$ cat src/rtl/itlb_lru_pkg.sv
package itlb_lru_pkg;
  localparam int unsigned WAYS   = 4;
  localparam int unsigned IDX_W  = 2;
  localparam int unsigned HIST_W = 6;

  typedef logic [HIST_W-1:0] hist_t;
  typedef logic [IDX_W-1:0]  way_t;

  // Bits a touch of way w forces to 1.
  function automatic hist_t touch_set(int unsigned w);
    case (w)
      0:       return 6'b000000;
      1:       return 6'b100000;
      2:       return 6'b010100;
      default: return 6'b001011;
    endcase
  endfunction

  // Bits a touch of way w forces to 0.
  function automatic hist_t touch_clr(int unsigned w);
    case (w)
      0:       return 6'b111000;
      1:       return 6'b000110;
      2:       return 6'b000001;
      default: return 6'b000000;
    endcase
  endfunction

  // Bits examined by the victim rule of way w.
  function automatic hist_t rule_care(int unsigned w);
    case (w)
      0:       return 6'b111000;
      1:       return 6'b100110;
      2:       return 6'b010101;
      default: return 6'b001011;
    endcase
  endfunction

  // Values those bits must have.
  function automatic hist_t rule_want(int unsigned w);
    case (w)
      0:       return 6'b111000;
      1:       return 6'b000110;
      2:       return 6'b000001;
      default: return 6'b000000;
    endcase
  endfunction
endpackage

$ cat src/rtl/lru_victim_pick.sv
module lru_victim_pick
  import itlb_lru_pkg::*;
(
  input  hist_t hist_i,
  output way_t  way_o,
  output logic  none_o
);
  logic [WAYS-1:0] match;

  for (genvar w = 0; w < WAYS; w++) begin : g_rule
    assign match[w] = ((hist_i & rule_care(w)) == rule_want(w));
  end

  // Lowest-numbered matching rule wins.
  always_comb begin
    way_o = '0;
    for (int w = WAYS - 1; w >= 0; w--) begin
      if (match[w]) way_o = way_t'(w);
    end
  end

  assign none_o = ~|match;
endmodule

$ cat src/rtl/lru_hist_next.sv
module lru_hist_next
  import itlb_lru_pkg::*;
(
  input  hist_t hist_i,
  input  way_t  way_i,
  output hist_t hist_o
);
  hist_t cand [WAYS];

  for (genvar w = 0; w < WAYS; w++) begin : g_way
    assign cand[w] = (hist_i & ~touch_clr(w)) | touch_set(w);
  end

  assign hist_o = cand[way_i];
endmodule

$ cat src/rtl/lru_hist_reg.sv
module lru_hist_reg
  import itlb_lru_pkg::*;
(
  input  logic  clk,
  input  logic  rst_n,
  input  logic  ld_en,
  input  hist_t ld_val,
  input  logic  upd_en,
  input  hist_t upd_val,
  output hist_t hist_q
);
  always_ff @(posedge clk or negedge rst_n) begin
    if (!rst_n)      hist_q <= '0;
    else if (ld_en)  hist_q <= ld_val;
    else if (upd_en) hist_q <= upd_val;
  end

  // no load and no update leaves the history unchanged.
  a_r9_hold: assert property (@(posedge clk) disable iff (!rst_n)
    (!ld_en && !upd_en) |=> $stable(hist_q));
endmodule

$ cat src/rtl/itlb_lru_tracker.sv
module itlb_lru_tracker
  import itlb_lru_pkg::*;
#(
  parameter int unsigned CTL_W    = 32,
  parameter int unsigned HIST_LSB = 26
) (
  input  logic             clk,
  input  logic             rst_n,
  input  logic             touch_vld,
  input  logic [1:0]       touch_idx,
  input  logic             refill_req,
  input  logic             cfg_wr,
  input  logic [CTL_W-1:0] cfg_wdata,
  input  logic [CTL_W-1:0] ctl_in,
  output logic [CTL_W-1:0] ctl_out,
  output logic [5:0]       hist,
  output logic             hist_bad,
  output logic             victim_vld,
  output logic [1:0]       victim_idx,
  output logic             victim_err
);
  localparam int unsigned HIST_MSB = HIST_LSB + HIST_W - 1;

  hist_t hist_q, hist_upd;
  way_t  pick_way, upd_way;
  logic  pick_none, upd_en;

  lru_victim_pick u_pick (
    .hist_i (hist_q),
    .way_o  (pick_way),
    .none_o (pick_none)
  );

  // A refill takes the way slot ahead of a plain touch.
  assign upd_way = refill_req ? pick_way : touch_idx;
  assign upd_en  = refill_req ? ~pick_none : touch_vld;

  lru_hist_next u_next (
    .hist_i (hist_q),
    .way_i  (upd_way),
    .hist_o (hist_upd)
  );

  lru_hist_reg u_reg (
    .clk     (clk),
    .rst_n   (rst_n),
    .ld_en   (cfg_wr),
    .ld_val  (cfg_wdata[HIST_MSB:HIST_LSB]),
    .upd_en  (upd_en),
    .upd_val (hist_upd),
    .hist_q  (hist_q)
  );

  always_ff @(posedge clk or negedge rst_n) begin
    if (!rst_n) begin
      victim_vld <= 1'b0;
      victim_idx <= '0;
      victim_err <= 1'b0;
    end else begin
      victim_vld <= refill_req;
      victim_idx <= (refill_req && !pick_none) ? pick_way : '0;
      victim_err <= refill_req && pick_none;
    end
  end

  always_comb begin
    ctl_out = ctl_in;
    ctl_out[HIST_MSB:HIST_LSB] = hist_q;
  end

  assign hist     = hist_q;
  assign hist_bad = pick_none;

  // a software write lands in the history on the next edge.
  a_r2_write_loads: assert property (@(posedge clk) disable iff (!rst_n)
    cfg_wr |=> (hist_q == $past(cfg_wdata[HIST_MSB:HIST_LSB])));

  // a way just touched is no longer the victim.
  a_r6_touched_not_victim: assert property (@(posedge clk) disable iff (!rst_n)
    (touch_vld && !refill_req && !cfg_wr) |=> (pick_none || pick_way != $past(touch_idx)));

  // every refill request is answered one cycle later, and only then.
  a_r7_answer_follows: assert property (@(posedge clk) disable iff (!rst_n)
    refill_req |=> victim_vld);
  a_r7_no_spurious_answer: assert property (@(posedge clk) disable iff (!rst_n)
    !refill_req |=> !victim_vld);

  // a refill on a bad history reports an error and keeps the history.
  a_r7_bad_refill_keeps: assert property (@(posedge clk) disable iff (!rst_n)
    (refill_req && pick_none && !cfg_wr) |=> ($stable(hist_q) && victim_err));

  // the way just refilled is not chosen again straight away.
  a_r7_refilled_moves_on: assert property (@(posedge clk) disable iff (!rst_n)
    (refill_req && !pick_none && !cfg_wr) |=> (pick_none || pick_way != victim_idx));
endmodule

$ cat config.mk
export PLATFORM = sky130hd
export DESIGN_NAME = itlb_lru_tracker
export DESIGN_NICKNAME = d
export VERILOG_FILES = /design/src/rtl/itlb_lru_pkg.sv /design/src/rtl/lru_victim_pick.sv /design/src/rtl/lru_hist_next.sv /design/src/rtl/lru_hist_reg.sv /design/src/rtl/itlb_lru_tracker.sv
export SDC_FILE = /design/constraint.sdc
export NUM_CORES = 1
export LEC_CHECK = 0
export BUFFER_PORTS_ARGS = -buffer_cell sky130_fd_sc_hd__buf_2
export CAP_MARGIN = 20
export CORE_MARGIN = 3
export CORE_UTILIZATION = 32
export DETAILED_ROUTE_END_ITERATION = 8
export PLACE_DENSITY = 0.95
export SETUP_SLACK_MARGIN = 0.4
export SLEW_MARGIN = 20
export SYNTH_ARGS = -nofsm -noshare
export SYNTH_HDL_FRONTEND = slang
export SYNTH_SLANG_ARGS = --single-unit
$ cat constraint.sdc
create_clock -name clk -period 4.9 [get_ports clk]
set_input_delay 1.225 -clock clk [delete_from_list [all_inputs] [get_ports clk]]
set_output_delay 1.225 -clock clk [all_outputs]
set_load 0.02 [all_outputs]
==> metrics <==
top post-synthesis cells by area dfrtp_1, buf_4, mux2i_1; TritonCTS Buffers 3; Residual DRC 0; leakage power total 0.381 nW; Pins Over Slew Limit 0; Post-Syn Instances 86; register area share after synthesis between 30% and 40%; Flop pwr share between 40% and 50%; dpl ws roughly 2100 ps; pin count of the biggest net entering global routing 14; syn_nets 157; Overall Power between 200 and 300 µW; RSZ-0062 raised after global routing no; logic gate share of total power 39.4%; Final Hold Viols 0; crit path kind reg -> out; io pins ~110; CTS Buffer Depth 2; Final Core Density roughly 33%; number of synthesis warnings 0; top cell type's share of synthesized area 31.9%; CP arrival 1840 ps; GRT Overall Usage 11.9%; status finished, final reports clean; antenna violations before repair 0; grt ovf 0; drt wl/cell between 15 and 20 µm; die height between 50 and 60 µm; Max FO, Critical Path 6; Crit. End Element output port; top-count cell post-synth buf_4; XOR/XNOR Fraction of Synth Area 0%; cts hold-fix bufs 0; Die ar. roughly 3100 µm²; Peak VDD IR 116 µV; antenna-violating nets left 0; via count 586; Pre-Repair DR Iteration Count 4; Max Cap Viol 0; multiplexer share of the synthesized area under 10%; compound-cell area share of the yosys netlist between 15 and 20%; GPL Wtd Cong between 0.8 and 0.9; DP HPWL roughly 1.4 mm; prevailing post-synth register cell dfrtp_1; Worst-path clk slew ~60 ps; worst hold path class reg -> reg; Total Neg Setup Slack 0 ps; WP data required 3670 ps; pwr dens between 300 and 400 nW/µm²; Final Cycle Share a little over three fifths; largest family of logic cells by synthesized area buffers and inverters; Root Driver clkbuf_4; synthesized-area fraction occupied by adder cells 0%; post-synth top area cell dfrtp_1; Simple-Gate Fraction of Synth Area between 10 and 15%; number of post-CTS setup repair buffers 0; Synth top cells by count buf_4, dfrtp_1, nand2_1, nor2_1; skew final 4.85 ps; final wirelength around 1.8 mm; FMAX approximately 330 MHz; drt first-iter violations 15; Core Box Area between 2000 and 2500 µm²; register area about 250 µm²; layout cell share with drive strength beyond 1 between 40% and 50%; number of synthesized flops with an enable pin 0; clk sinks 10; H-tree depth 1; Area Growth Syn to Fin -5.26%; Clk pwr share between 20 and 25%; Seq cells post-synth 10; CTS resizes 0; fin worst setup slack roughly 1800 ps; critical path startpoint category flip-flop; Int Power roughly 160 µW; Via density 5.19; Placed Instances 110; Mean Syn Cell Area 9.12 µm²; initial core utilization between 30% and 40%; final cell count without fillers roughly 110; first-pass GRT wire length 2.96 mm; fraction of registers with async set/reset 100%; clock latency on the worst-skew pair 260 ps; final setup fails 0; # nets final around 160; Switching Share around 39%; Tmin final just over 3000 ps; Switching Power between 100 and 150 µW; area of the multi-input gates 279 µm²; fillers 243; diodes inserted 0; DIE WIDTH between 50 and 60 µm; number of global-route vias before repair around 640; Synth Cell Area a little under 800 µm²; buffers added on ports 29; Yosys cell types 31; row cnt 17; TritonCTS clock tree done; Worst slew margin between 60% and 70%; Least-Margin Pin Slew around 550 ps
[cells in the final DEF (no fill, tap or decap), types with 2 or more instances in the layout]
cell / n
clkbuf_4: 3
inv_1: 2
mux2i_1: 3
nand2b_1: 3
nand2_1: 4
o31a_1: 3
nor2_1: 4
a21oi_1: 2
a211oi_1: 2
buf_2: 29
dfrtp_1: 10
[layer usage]
| layer | global-route usage [%] | up-vias | share of wire, % |
|---|---|---|---|
| met2 | 17.1 | 49 | 43 |
| met5 | 0 | - | 0 |
| li1 | - | 259 | - |
| met4 | 13.9 | 0 | 8.2 |
| met1 | 13.3 | 254 | 38 |
| met3 | 2.57 | 24 | 11 |
[logic make-up after synthesis]
| kind of cell | Yosys count |
|---|---|
| AOI/OAI and AO/OA | 17 |
| buffers and inverters | 36 |
| DFF | 10 |
| muxes | 3 |
| and+or+nand+nor | 20 |
[through the flow]
step,hold WS [ps],cell area (µm²)
after global routing,755,743
after CTS,687,743
after floorplan,717,785
final,679,743
after detailed placement,679,721
after global placement,646,721
[critical path, cell delays in order (launching register included)]
cell and delay, ps:
dfrtp_1 430, and3b_1 230, a31o_2 210, nor3_1 430
buf_2 270
[registers in the layout (all words and copies together) (netlist names)]
register	flops
u_reg.hist_q	6
victim_idx	2
victim_err	1
victim_vld	1
[power groups by stage]
| stage | clock [mW] | sequential [mW] | combinational, mW |
|---|---|---|---|
| after floorplan | 0 | 0.122 | 0.0939 |
| after global placement | 0 | 0.108 | 0.103 |
| after global routing | 0.0618 | 0.109 | 0.115 |
| after detailed placement | 0 | 0.109 | 0.106 |
| final | 0.0551 | 0.108 | 0.106 |
| after CTS | 0.0565 | 0.107 | 0.106 |
[layout make-up]
cell class	instances	share of cell area, %
multi-input combinational	40	37.5
clock buffer	3	3.03
tap	28	4.71
sequential	10	33.7
inverter	3	1.52
timing repair buffer	29	19.5
[worst paths after layout]
check | from | endpoint | slack [ps] | cells past startpoint
min in group asynchronous | rst_n | u_reg.hist_q[4] | 800 | 1
min reg2reg | u_reg.hist_q[2] | u_reg.hist_q[2] | 680 | 2
max in group asynchronous | rst_n | victim_err | 3910 | 1
min | u_reg.hist_q[2] | u_reg.hist_q[2] | 680 | 2
max reg2reg | u_reg.hist_q[1] | u_reg.hist_q[4] | 3020 | 5
max | u_reg.hist_q[1] | hist_bad | 1830 | 4
No activity file was read; power rests on OpenSTA's default activity.
